[src/rtl/msi_rx_pkg.sv]
package msi_rx_pkg;
  localparam int REG_W = 32;
  localparam int SEL_W = 3;

  typedef enum logic [SEL_W-1:0] {
    SEL_ADDR_LO = 3'd0,
    SEL_ADDR_HI = 3'd1,
    SEL_PATTERN = 3'd2,
    SEL_PENDING = 3'd3,
    SEL_CLEAR   = 3'd4,
    SEL_UNMASK  = 3'd5,
    SEL_EOS     = 3'd6,
    SEL_SPARE   = 3'd7
  } regSelE;

  typedef struct packed {
    logic ldAddrLo;
    logic ldAddrHi;
    logic ldPattern;
    logic clrPend;
    logic unmask;
    logic gateIrq;
  } strobeT;
endpackage

[src/rtl/msi_rx_ctrl.sv]
module msi_rx_ctrl
  import msi_rx_pkg::*;
(
  input  logic             clk,
  input  logic             rstN,
  input  logic             regWrEn,
  input  logic [SEL_W-1:0] regAddr,
  input  logic             wrBit0,
  output strobeT           strobes
);
  logic eosHold;
  regSelE sel;

  assign sel = regSelE'(regAddr);

  // End-of-service write gates the interrupt line for exactly one cycle.
  always_ff @(posedge clk) begin
    if (!rstN) eosHold <= 1'b0;
    else       eosHold <= regWrEn && (sel == SEL_EOS) && wrBit0;
  end

  always_comb begin
    strobes           = '0;
    strobes.ldAddrLo  = regWrEn && (sel == SEL_ADDR_LO);
    strobes.ldAddrHi  = regWrEn && (sel == SEL_ADDR_HI);
    strobes.ldPattern = regWrEn && (sel == SEL_PATTERN);
    strobes.clrPend   = regWrEn && (sel == SEL_CLEAR);
    strobes.unmask    = regWrEn && (sel == SEL_UNMASK);
    strobes.gateIrq   = eosHold;
  end
endmodule

[src/rtl/msi_rx_datapath.sv]
module msi_rx_datapath
  import msi_rx_pkg::*;
#(
  parameter int NUM_VEC = 32
) (
  input  logic               clk,
  input  logic               rstN,
  input  strobeT             strobes,
  input  logic               regRdEn,
  input  logic [SEL_W-1:0]   regAddr,
  input  logic [REG_W-1:0]   regWrData,
  output logic [REG_W-1:0]   regRdData,
  output logic               regRdValid,
  input  logic               snpValid,
  input  logic [2*REG_W-1:0] snpAddr,
  input  logic [REG_W-1:0]   snpData,
  output logic [NUM_VEC-1:0] pendBits,
  output logic [NUM_VEC-1:0] maskBits
);
  localparam int VEC_W  = $clog2(NUM_VEC);
  localparam int HALF_W = REG_W / 2;

  logic [REG_W-1:0]   addrLo, addrHi, pattern;
  logic [2*REG_W-1:0] target;
  logic               addrHit, dataHit, msgHit;
  logic [HALF_W-1:0]  cmpMask;
  logic [VEC_W-1:0]   vecIdx;
  logic [NUM_VEC-1:0] setBits, clrBits;

  assign target  = {addrHi, addrLo[REG_W-1:1], 1'b0};
  assign cmpMask = pattern[REG_W-1:HALF_W];
  assign addrHit = snpValid && addrLo[0] && (snpAddr == target);
  assign dataHit = (snpData[REG_W-1:HALF_W] == '0) &&
                   (((snpData[HALF_W-1:0] ^ pattern[HALF_W-1:0]) & cmpMask) == '0);
  assign msgHit  = addrHit && dataHit;
  assign vecIdx  = snpData[VEC_W-1:0];
  assign setBits = msgHit ? (NUM_VEC'(1) << vecIdx) : '0;
  assign clrBits = strobes.clrPend ? regWrData[NUM_VEC-1:0] : '0;

  always_ff @(posedge clk) begin
    if (!rstN) begin
      addrLo  <= '0;
      addrHi  <= '0;
      pattern <= '0;
    end else begin
      if (strobes.ldAddrLo)  addrLo  <= regWrData;
      if (strobes.ldAddrHi)  addrHi  <= regWrData;
      if (strobes.ldPattern) pattern <= regWrData;
    end
  end

  // Set has priority over a concurrent clear so no message is lost.
  always_ff @(posedge clk) begin
    if (!rstN) begin
      pendBits <= '0;
      maskBits <= '1;
    end else begin
      pendBits <= (pendBits & ~clrBits) | setBits;
      if (strobes.unmask) maskBits <= maskBits & ~regWrData[NUM_VEC-1:0];
    end
  end

  always_ff @(posedge clk) begin
    if (!rstN) begin
      regRdData  <= '0;
      regRdValid <= 1'b0;
    end else begin
      regRdValid <= regRdEn;
      if (regRdEn) begin
        unique case (regSelE'(regAddr))
          SEL_ADDR_LO: regRdData <= addrLo;
          SEL_ADDR_HI: regRdData <= addrHi;
          SEL_PATTERN: regRdData <= pattern;
          SEL_PENDING: regRdData <= REG_W'(pendBits);
          default:     regRdData <= '0;
        endcase
      end
    end
  end
endmodule

[src/rtl/msi_receiver.sv]
module msi_receiver
  import msi_rx_pkg::*;
#(
  parameter int NUM_VEC = 32
) (
  input  logic               clk,
  input  logic               rstN,
  input  logic               regWrEn,
  input  logic               regRdEn,
  input  logic [SEL_W-1:0]   regAddr,
  input  logic [REG_W-1:0]   regWrData,
  output logic [REG_W-1:0]   regRdData,
  output logic               regRdValid,
  input  logic               snpValid,
  input  logic [2*REG_W-1:0] snpAddr,
  input  logic [REG_W-1:0]   snpData,
  output logic               irqOut
);
  strobeT             strobes;
  logic [NUM_VEC-1:0] pendBits, maskBits;

  msi_rx_ctrl i_ctrl (
    .clk     (clk),
    .rstN    (rstN),
    .regWrEn (regWrEn),
    .regAddr (regAddr),
    .wrBit0  (regWrData[0]),
    .strobes (strobes)
  );

  msi_rx_datapath #(.NUM_VEC(NUM_VEC)) i_dp (
    .clk        (clk),
    .rstN       (rstN),
    .strobes    (strobes),
    .regRdEn    (regRdEn),
    .regAddr    (regAddr),
    .regWrData  (regWrData),
    .regRdData  (regRdData),
    .regRdValid (regRdValid),
    .snpValid   (snpValid),
    .snpAddr    (snpAddr),
    .snpData    (snpData),
    .pendBits   (pendBits),
    .maskBits   (maskBits)
  );

  assign irqOut = !strobes.gateIrq && |(pendBits & ~maskBits);
endmodule

[config.mk]
export PLATFORM = sky130hd
export DESIGN_NAME = msi_receiver
export DESIGN_NICKNAME = d
export VERILOG_FILES = /design/src/rtl/msi_rx_pkg.sv /design/src/rtl/msi_rx_ctrl.sv /design/src/rtl/msi_rx_datapath.sv /design/src/rtl/msi_receiver.sv
export SDC_FILE = /design/constraint.sdc
export NUM_CORES = 1
export LEC_CHECK = 0
export ABC_AREA = 1
export BUFFER_PORTS_ARGS = -buffer_cell sky130_fd_sc_hd__buf_4
export CORE_MARGIN = 3
export CORE_UTILIZATION = 40
export CTS_CLUSTER_SIZE = 14
export DETAILED_ROUTE_END_ITERATION = 8
export GPL_TIMING_DRIVEN = 1
export HOLD_SLACK_MARGIN = 0.06
export PLACE_DENSITY_LB_ADDON = 0.12
export SYNTH_ARGS = -nofsm -noshare
export SYNTH_HDL_FRONTEND = slang
export SYNTH_SLANG_ARGS = --single-unit
export TNS_END_PERCENT = 10
[constraint.sdc]
create_clock -name clk -period 1.3 [get_ports clk]
set_input_delay 0.195 -clock clk [delete_from_list [all_inputs] [get_ports clk]]
set_output_delay 0.195 -clock clk [all_outputs]
set_load 0.01 [all_outputs]
Yosys cells after proc, flatten, opt, wreduce, memory -nomap -nowiden
Cells that the tools add are included.
- output and inout bits: 34
- flip-flop bits (word level): 194
- input port bits: 136
- logic and storage cells: 45
- multiplexer cells: 3
- eq/ne operators: 7
- reduce and logical (&&, ||, !) cells: 17
- shift operators: 1
- bitwise operators: 9
- operators by type and width (kind ; count):
    $pmux 32 s4 ; 1
    $and 32x32->32 ; 3
    $not 32->32 ; 3
    $eq 64x64->1 ; 1
    $mux 32 ; 2
    $logic_not 16->1 ; 2
    $or 32x32->32 ; 1
    $reduce_or 32->1 ; 1
    $shl 1x5->32 const A ; 1
    $and 16x16->16 ; 1
    $xor 16x16->16 ; 1
    $logic_and 1x1->1 ; 12
    $eq 3x3->1 const B ; 3
    $eq 3x2->1 const B ; 2
    $eq 3x1->1 const B ; 1
    $logic_not 3->1 ; 1
    $logic_not 1->1 ; 1

Logic depth before layout (Yosys ltp)
Gate-level depths: netlist (run 1).
- depth after elaboration: 7
- depth in mapped cells: 11
- depth with buffers taken out: 10

Cells and area by module
From an unflattened synthesis (run 1), not the netlist that was laid out.
- cell total of the unflattened synthesis: 1479
- area, all modules: 9696.8 µm²
- by module, submodules not included (module ; cells an instance ; sequential area each (µm²) ; times used ; area each (µm²)):
    msi_rx_datapath ; 1371 ; 3863.7 ; 1 ; 9260.1
    msi_receiver ; 90 ; 0.0 ; 1 ; 345.3
    msi_rx_ctrl ; 18 ; 20.0 ; 1 ; 91.3

Worst setup path after synthesis (run 1)
OpenSTA, ideal clock, no wires.
- path type: register to register
- start point: register i_dp.pattern[12]
- end point: register i_dp.pendBits[10]
- period minus slack after synthesis: 1.352 ns
- required time: 1.230 ns
- setup time: 0.070 ns
- buffers on the path: 1
- arrival: 1.281 ns
- cell stages (with the launch flop): 10
- path slack: -0.052 ns
- cell sequence: dfxtp_1 -> or2_0 -> nand2_1 -> nand2_1 -> nor2_1 -> nand3_1 -> nor2_4 -> buf_6 -> nand4_1 -> a21oi_1
- word-level cells in the longest chain between the ends: 7
- ends and longest elaborated chain (element ; line ; source):
    start: declaration ; msi_rx_datapath.sv:23 ; logic [REG_W-1:0] addrLo, addrHi, pattern;
    start signal: assignment ; msi_rx_datapath.sv:48 ; if (strobes.ldPattern) pattern <= regWrData;
    $xor 16x16->16 ; msi_rx_datapath.sv:34 ; (((snpData[HALF_W-1:0] ^ pattern[HALF_W-1:0]) & cmpMask) == '0);
    $and 16x16->16 ; msi_rx_datapath.sv:34 ;
    $logic_not 16->1 ; msi_rx_datapath.sv:34 ;
    $logic_and 1x1->1 ; msi_rx_datapath.sv:33 ; assign dataHit = (snpData[REG_W-1:HALF_W] == '0) &&
    $logic_and 1x1->1 ; msi_rx_datapath.sv:35 ; assign msgHit = addrHit && dataHit;
    $mux 32 ; msi_rx_datapath.sv:37 ; assign setBits = msgHit ? (NUM_VEC'(1) << vecIdx) : '0;
    $or 32x32->32 ; msi_rx_datapath.sv:58 ; pendBits <= (pendBits & ~clrBits) | setBits;
    end signal: assignment ; msi_rx_datapath.sv:58 ;
    end: declaration ; msi_rx_datapath.sv:17 ; output logic [NUM_VEC-1:0] pendBits,
Every way passes these cells.
A chain may end at the register's enable or synchronous reset.

Worst setup path in the final report (run 1)
- start point: register i_dp.pendBits[24]
- end point: output irqOut
- word-level cells in the longest chain between the ends: 3
- ends and longest elaborated chain (element ; line ; source):
    $and 32x32->32 ; msi_receiver.sv:47 ; assign irqOut = !strobes.gateIrq && |(pendBits & ~maskBits);
    $reduce_or 32->1 ; msi_receiver.sv:47 ;
    $logic_and 1x1->1 ; msi_receiver.sv:47 ;
    end: declaration ; msi_receiver.sv:17 ; output logic irqOut
Every way passes these cells.

==> impl_metrics.json, run 1 <==
{
  "hold_viol": 0,
  "dieArea_sq_um": 25500,
  "fin_crit_ps": 1850,
  "die_w_um": 160,
  "fp.dieH_um": 160,
  "reg2reg_slack_ps": -480,
  "wl_um": 35900,
  "slowest_stage": "dfxtp_2",
  "nets": 1850,
  "reg2regPathDepth": 11,
  "final_core_util": 0.592,
  "synthTopCellsByArea": "dfxtp_1 41%, nand2_1 12%, o21ai_0 11%",
  "clock_skew_ps": 12.1,
  "start_kind": "register",
  "hp-class": "primary input to register",
  "syn_avg_cell_area_sq_um": 6.75,
  "diodes": 0,
  "crit_fanout": 2,
  "synth.distinct_cells": 31,
  "r2r-start": "i_dp.addrLo[10]",
  "arrival_ps": 1660,
  "critical_path_buf_inv_count": 2,
  "cts_tree": "built",
  "grt_first_pass_wirelength_um": 54800,
  "synth_cells": 1402,
  "ant_nets": 0,
  "status": "complete, but fails checks",
  "synth-seq-area-share": 0.410,
  "io_pins": 170,
  "routedWlPerCell_um": 17.6,
  "dr_total_vias": 10568,
  "rows": 55,
  "fin_tns_setup_ps": -14590,
  "drt_iter0_markers": 1022,
  "grt_start_max_net_pins": 56,
  "rsz0062_at_grt": "yes",
  "drtPass1Iterations": 5,
  "grt_overflow": 0,
  "slew_violations": 0,
  "drcViolationCount": 0,
  "gp_congestion": 0.891,
  "initial_core_util": 0.413,
  "worstSetupPathType": "register to output pin",
  "synth_seq_cells": 194,
  "cp_slowest_stage_delay_ps": 330,
  "violations": "setup timing",
  "drv_cap": 0,
  "syn-cell-area_sq_um": 9470,
  "cts.sinks": 194,
  "tightest_slew_ps": 540,
  "viasPerCell": 5.18,
  "portBuffers": 169,
  "maxSlewHeadroom": 0.636,
  "final.period_utilization": 1.43,
  "synth.top_cell.area_share": 0.410,
  "min_to": "i_dp.addrLo[5]",
  "power-per-cell-area_nw_per_um2": 1040,
  "htree_levels": 4,
  "worst_slack_ps": -554,
  "seq_area_sq_um": 3900,
  "synth_largest_area_cell": "dfxtp_1",
  "root_buffer": "clkbuf_16",
  "crit_chain": "inv_2, or2_4, o21ai_4, nor4_4, and2_4, a21oi_4, buf_6",
  "critPathCaptureType": "output pin",
  "required_ps": 1110,
  "syn_nets": 1538,
  "cpLargestDelayFamily": "simple AND/OR/NAND/NOR gates",
  "ir_worst_vdd_mv": 0.817,
  "fillers": 2194,
  "track_usage": 0.273,
  "power.leakage_nw": 5.81,
  "clkLatencyLatePin_ps": 440,
  "syn_to_final_growth_pct": 43.3,
  "fmax_mhz": 539,
  "clk_pin_slew_worst_paths_ps": 70,
  "hp-start": "regWrData[5]",
  "hold_depth": 3,
  "drive_above_1_share": 0.274,
  "cts_buffer_depth": 2,
  "numCtsBuffers": 17,
  "antenna_found_initial": 0,
  "multi_input_comb_area_sq_um": 4660,
  "grt_pass1_vias": 10184,
  "dp_hpwl_um": 25900,
  "rr_endpoint": "i_dp.pendBits[25]",
  "setup_viol": 33,
  "synth_warnings": 0,
  "fp.coreArea_sq_um": 22900
}
==> worst reg2reg max path, cell delays in order, from the launching register on <==
cell and delay (ps):
dfxtp_2 330, inv_1 50, nand2_1 60, nand2_2 70, nor2_4 130, nand2_1 70
nor2_2 180, nand3_2 120, nor2_4 260, clkbuf_16 210, nand4_1 90, a21oi_1 140
==> logic make-up after synthesis <==
kind of cell    Yosys count  synth area share
simple gates            484             0.217
compound gates          438             0.238
buf+inv                 271             0.121
flops                   194             0.410
xor+xnor                 15            0.0139
==> power breakdown <==
part           internal (W)  leakage (nW)  total, W  switching, W
combinational      0.000821          3.89   0.00180      0.000978
clock               0.00378         0.341   0.00621       0.00243
sequential          0.00608          1.58   0.00617     0.0000911
total                0.0107          5.81    0.0142       0.00349
==> flip-flops by register name, indices dropped and copies added (netlist names) <==
| register | flops |
|---|---|
| i_ctrl.eosHold | 1 |
| i_dp.addrHi | 32 |
| i_dp.pattern | 32 |
| i_dp.regRdData | 32 |
| i_dp.pendBits | 32 |
| i_dp.maskBits | 32 |
| i_dp.regRdValid | 1 |
| i_dp.addrLo | 32 |
==> through the flow <==
step / instances / hold slack [ps] / instance area [sq um] / worst slack [ps] / total power (W)
2_1_floorplan: 1402 / 343 / 9480 / -45.8 / 0.00702
3_3_place_gp: 1975 / 444 / 12200 / -461 / 0.00796
3_5_place_dp: 1975 / 451 / 12200 / -531 / 0.00798
4_1_cts: 2037 / 61.3 / 13400 / -583 / 0.0142
5_1_grt: 2040 / 83.3 / 13600 / -602 / 0.0146
6_report: 2040 / 70.0 / 13600 / -554 / 0.0142
==> cell usage in the layout (no fill, tap or decap), types with 21 or more instances in the layout <==
master,instances
o22ai_1,38
nand2_1,288
nand4_1,46
inv_2,21
nand3_1,23
a21oi_1,158
o21ai_0,211
dlygate4sd3_1,25
nor2_1,81
buf_4,321
dfxtp_1,178
inv_1,167
==> metal layers <==
metal / up-vias / part of all wire / GRT usage
met5: - / 0 / 0
met2: 361 / 0.47 / 0.448
met3: 59 / 0.077 / 0.0610
li1: 5225 / - / -
met1: 4923 / 0.43 / 0.360
met4: 0 / 0.026 / 0.0821
==> worst max-delay path by stage <==
stage,start,endpoint,cells past startpoint
floorplan,i_dp.addrLo[24],i_dp.pendBits[10],11
global placement,i_dp.addrLo[12],i_dp.pendBits[10],11
detailed placement,i_dp.addrLo[12],i_dp.pendBits[3],11
CTS,i_dp.pendBits[22],irqOut,7
global route,i_dp.maskBits[24],irqOut,6
finish,i_dp.pendBits[24],irqOut,7
==> Yosys cell counts, drive strengths merged <==
| master | instances |
|---|---|
| clkbuf | 49 |
| xnor2 | 4 |
| o21ai | 229 |
| dlygate4sd1 | 1 |
| nand3 | 26 |
| nor4 | 5 |
| o22ai | 46 |
| nand2 | 298 |
| or2 | 3 |
| buf | 29 |
| nor2 | 100 |
| and2 | 2 |
| a21oi | 163 |
| inv | 192 |
| dfxtp | 194 |
| nor3 | 4 |
| xor2 | 11 |
| nand4 | 46 |
==> area by class of cell <==
class / instances / area share
multi-input combinational: 937 / 0.343
sequential: 194 / 0.288
timing repair buffer: 372 / 0.235
inverter: 192 / 0.0544
clock buffer: 20 / 0.0344
tap: 313 / 0.0289
clock inverter: 12 / 0.0166
==> what timing repair did <==
item,CTS,global route
resized for setup,36,40
hold endpoints to repair,25,0
setup buffers,2,1
pin swaps,12,19
gates cloned,3,2
setup endpoints to repair,33,49
hold buffers,25,0
Note: power is estimated with default switching activity, not from simulation.
==> run 2: changes to the inputs <==
- SKIP_LAST_GASP: unset -> 1
==> run 2 against run 1 <==
The flow still finishes with violations (setup timing). Worst hold slack worse by 12 ps. Routed wire length is 1.2% lower. Combinational power hardly changed. Sequential cell count stayed put. Sequential share of layout area is 0.093 points higher. Die area stayed put. Core utilization is 0.23 points lower. Final area is 0.39% lower. First-iteration DRC count is 11% lower.
==> impl_metrics.json, run 2 (same netlist as run 1, synthesis figures left out) <==
{
  "status": "complete, but fails checks",
  "violations": "setup timing",
  "required_ps": 1110,
  "power-per-cell-area_nw_per_um2": 1050,
  "diodes": 0,
  "nets": 1848,
  "ant_nets": 0,
  "grt_overflow": 0,
  "crit_fanout": 2,
  "dr_total_vias": 10470,
  "drtPass1Iterations": 5,
  "track_usage": 0.272,
  "grt_start_max_net_pins": 56,
  "die_w_um": 160,
  "root_buffer": "clkbuf_16",
  "clk_pin_slew_worst_paths_ps": 70,
  "drv_cap": 0,
  "syn_to_final_growth_pct": 42.8,
  "initial_core_util": 0.413,
  "io_pins": 170,
  "cts_buffer_depth": 2,
  "finalInstanceArea_sq_um": 13500,
  "final_common_cell": "buf_4",
  "start_kind": "register",
  "portBuffers": 169,
  "hold_viol": 0,
  "whs_ps": 58.2,
  "numCtsBuffers": 17,
  "clock_skew_ps": 11.5,
  "routedWlPerCell_um": 17.4,
  "final.period_utilization": 1.42,
  "grt_first_pass_wirelength_um": 54700,
  "drt_iter0_markers": 907,
  "fp.dieH_um": 160,
  "arrival_ps": 1650,
  "rsz0062_at_grt": "yes",
  "ir_worst_vdd_mv": 0.837,
  "dieArea_sq_um": 25500,
  "drcViolationCount": 0,
  "slew_violations": 0,
  "antenna_found_initial": 0,
  "gp_congestion": 0.891,
  "tightest_slew_ps": 672,
  "rows": 55,
  "power.leakage_nw": 5.81,
  "setup_viol": 33,
  "htree_levels": 4,
  "final_cell_mix": "321 x buf_4, 291 x nand2_1, 214 x o21ai_0",
  "critPathCaptureType": "output pin",
  "dp_hpwl_um": 25900,
  "worstSetupPathType": "register to output pin",
  "clkLatencyLatePin_ps": 450,
  "fp.coreArea_sq_um": 22900,
  "fin_crit_ps": 1840,
  "grt_pass1_vias": 10144,
  "maxSlewHeadroom": 0.547,
  "cts.sinks": 194,
  "worst_slack_ps": -541,
  "drive_above_1_share": 0.266,
  "hp-class": "primary input to register",
  "fmax_mhz": 543,
  "wl_um": 35400,
  "cts_tree": "built",
  "viasPerCell": 5.14,
  "place_area_sq_um": 12200
}
[run 2: changes by cell type in the layout (fill, tap and decap cells not counted), sizes merged]
cell    before  now
buf        344  342
bufbuf       1    3
clkbuf      22   20
[run 2: through the flow]
| step | total power (W) | utilization | setup TNS [ps] | instances | setup slack, ps |
|---|---|---|---|---|---|
| 6_report | 0.0142 | 0.590 | -14130 | 2038 | -541 |
| 4_1_cts | 0.0142 | 0.585 | -13300 | 2037 | -583 |
| 3_3_place_gp | 0.00796 | 0.535 | -34450 | 1975 | -461 |
| 5_1_grt | 0.0146 | 0.590 | -17750 | 2038 | -589 |
| 2_1_floorplan | 0.00702 | - | -877 | 1402 | -45.8 |
| 3_5_place_dp | 0.00798 | 0.535 | -36840 | 1975 | -531 |
[run 2: what timing repair did]
action                                  4_1_cts  5_1_grt
pin swaps                                    11        8
gates resized for setup                      34       24
setup buffers                                 2        1
hold endpoints to repair                     25        0
endpoints found under the setup margin       33       41
cloned                                        3        0
hold buffers                                 25        0
[run 2: layout make-up]
type                    count  area (sq um)
fillers                  2200          9400
inverters                 192           738
well taps                 313           392
clock buffers              20           467
repair buffers            370          3160
multi-input cells         937          4630
clock inverters            12           225
flip-flops and latches    194          3900
[run 2: worst paths after layout]
kind	slack [ps]	from	depth (start not counted)	end
max	-540	i_dp.pendBits[22]	7	irqOut
min	60	regWrData[5]	3	i_dp.addrLo[5]
max reg2reg	-470	i_dp.addrLo[9]	11	i_dp.pendBits[30]
min reg2reg	460	i_dp.maskBits[0]	2	i_dp.maskBits[0]
[run 2: metal layers]
| layer | global-route usage | share of wire | vias to the layer above | wire length [um] |
|---|---|---|---|---|
| li1 | - | - | 5221 | - |
| met1 | 0.361 | 0.43 | 4829 | 15200 |
| met2 | 0.445 | 0.47 | 356 | 16700 |
| met3 | 0.0615 | 0.077 | 64 | 2730 |
| met4 | 0.0801 | 0.023 | 0 | 818 |
| met5 | 0 | 0 | - | 0 |
[run 2: where the power goes]
part	leakage, nW	total, W	switching, W	internal, W
clock	0.341	0.00622	0.00244	0.00378
sequential	1.58	0.00617	0.0000906	0.00608
combinational	3.89	0.00179	0.000967	0.000819
total	5.81	0.0142	0.00350	0.0107
[run 2: critical path, stage by stage, from the launching register on]
cell	delay (ps)
dfxtp_2	330
inv_2	50
o22ai_2	70
nor4_2	270
buf_4	150
and2_4	150
a21oi_4	60
buf_6	110
==> run 3: changes to the inputs <==
==> constraint.sdc (replaced) <==
create_clock -name clk -period 1.3 [get_ports clk]
set_input_delay 0 -clock clk [delete_from_list [all_inputs] [get_ports clk]]
set_output_delay 0 -clock clk [all_outputs]
set_load 0.01 [all_outputs]
==> run 3 against run 2 <==
The run still ends with setup timing left. Core utilization down 0.19 points. Maximum frequency up 4.8%. Final area down 0.32%. Register-to-register slack better by 30 ps. Clock-buffer cell count up 3. Via count up 0.99%. Critical path depth unchanged. Sequential cell count unchanged. Sequential share of layout area up 0.13 points. Critical path type unchanged. Largest cell class unchanged. Largest power group is now registers.
==> impl_metrics.json, run 3 (same netlist as run 1, synthesis figures left out) <==
{
  "required_ps": 1300,
  "fillers": 2171,
  "fmax_mhz": 569,
  "maxSlewHeadroom": 0.593,
  "cts_tree": "built",
  "place_area_sq_um": 12000,
  "nets": 1853,
  "fin_crit_ps": 1760,
  "tightest_slew_ps": 605,
  "hp-class": "primary input to register",
  "power-per-cell-area_nw_per_um2": 1020,
  "clock_skew_ps": 20.6,
  "violations": "setup timing",
  "drt_iter0_markers": 978,
  "htree_levels": 4,
  "drcViolationCount": 0,
  "diodes": 0,
  "dieArea_sq_um": 25500,
  "grt_overflow": 0,
  "hold_viol": 0,
  "cts.sinks": 194,
  "syn_to_final_growth_pct": 42.3,
  "grt_first_pass_wirelength_um": 54900,
  "worst_slack_ps": -457,
  "dp_hpwl_um": 25800,
  "dr_total_vias": 10574,
  "portBuffers": 169,
  "pre_cts_ws_ps": -474,
  "setup_viol": 33,
  "ant_nets": 0,
  "viasPerCell": 5.18,
  "cp_slowest_stage_delay_ps": 340,
  "critical_path_buf_inv_count": 2,
  "rsz0062_at_grt": "yes",
  "routedWlPerCell_um": 17.6,
  "crit_chain": "inv_2, or2_4, o21ai_4, nor4_4, and2_4, a21oi_2, buf_4",
  "antenna_found_initial": 0,
  "arrival_ps": 1760,
  "clk_pin_slew_worst_paths_ps": 70,
  "io_pins": 170,
  "track_usage": 0.272,
  "drv_cap": 0,
  "rows": 55,
  "clkLatencyLatePin_ps": 440,
  "finalInstanceArea_sq_um": 13500,
  "grt_start_max_net_pins": 65,
  "cts_buffer_depth": 2,
  "final.period_utilization": 1.35,
  "start_kind": "register",
  "die_w_um": 160,
  "slew_violations": 0,
  "drive_above_1_share": 0.258,
  "cpLargestDelayFamily": "simple AND/OR/NAND/NOR gates",
  "wl_um": 36000,
  "fp.coreArea_sq_um": 22900,
  "critPathCaptureType": "output pin",
  "grt_pass1_vias": 10202,
  "power_w": 0.0137,
  "numCtsBuffers": 17,
  "drtPass1Iterations": 6,
  "status": "complete, but fails checks",
  "gp_congestion": 0.916,
  "initial_core_util": 0.413,
  "root_buffer": "clkbuf_16",
  "slowest_stage": "nor4_4",
  "power.leakage_nw": 5.75,
  "fp.dieH_um": 160,
  "ir_worst_vdd_mv": 0.818,
  "final_common_cell": "buf_4",
  "final_cell_mix": "306 x buf_4, 286 x nand2_1, 213 x o21ai_0",
  "worstSetupPathType": "register to output pin",
  "crit_fanout": 2
}
[run 3: cell count changes in the layout (fill, tap and decap cells not counted), sizes merged]
cell | previous run | this run
clkinv | 4 | 3
clkbuf | 20 | 27
bufinv | 6 | 4
inv | 194 | 192
buf | 342 | 327
clkinvlp | 0 | 2
dlygate4sd3 | 25 | 44
bufbuf | 3 | 0
[run 3: worst register-to-register path, stage by stage (launching register included)]
cell and delay, ps:
dfxtp_2 340, inv_2 40, nand2_2 70, nand2_4 60, nor2_4 150, nand2_2 80, nor2_4 110, nand2_2 90
nor2_4 280, buf_6 180, nand4_1 90, a21oi_1 160
[run 3: final cells by class]
cell class / count / area [sq um] / share of cell area
flip-flops and latches: 194 / 3910 / 0.290
inverters: 192 / 738 / 0.0548
clock inverters: 9 / 154 / 0.0114
well taps: 313 / 392 / 0.0291
multi-input cells: 937 / 4600 / 0.341
clock buffers: 23 / 468 / 0.0347
repair buffers: 375 / 3220 / 0.239
[run 3: per-stage QoR]
step,setup TNS [ps],util,hold WS (ps),std cells
after CTS,-12830,0.576,61.7,2033
final,-13310,0.588,65.3,2043
after detailed placement,-16820,0.524,300,1954
after floorplan,-877,-,148,1402
after global routing,-17190,0.588,98.5,2043
after global placement,-15670,0.524,292,1954
[run 3: power by group]
| part | switching [W] | internal, W |
|---|---|---|
| logic | 0.000982 | 0.000826 |
| clock network | 0.00237 | 0.00333 |
| registers | 0.0000902 | 0.00608 |
| total | 0.00345 | 0.0102 |
[run 3: path summary, 6_finish.rpt]
| check | start | end | slack [ps] | cells after the start |
|---|---|---|---|---|
| max reg2reg | i_dp.addrLo[12] | i_dp.pendBits[4] | -440 | 11 |
| min reg2reg | i_dp.maskBits[11] | i_dp.maskBits[11] | 460 | 2 |
| min | snpData[2] | i_dp.pendBits[18] | 70 | 6 |
| max | i_dp.pendBits[24] | irqOut | -460 | 7 |
[run 3: timing repair]
item                                   CTS  global route
pin swaps                                5            28
endpoints found under the hold margin  166             0
resized for setup                       23            45
hold buffers                            44             0
buffers inserted                         2             3
cloned                                   1             7
setup endpoints to repair               33            35
[run 3: routing by layer]
layer / up-vias / track usage / share of wire
li1: 5224 / - / -
met1: 4903 / 0.364 / 0.44
met2: 406 / 0.441 / 0.46
met3: 41 / 0.0661 / 0.087
met4: 0 / 0.0722 / 0.018
met5: - / 0 / 0
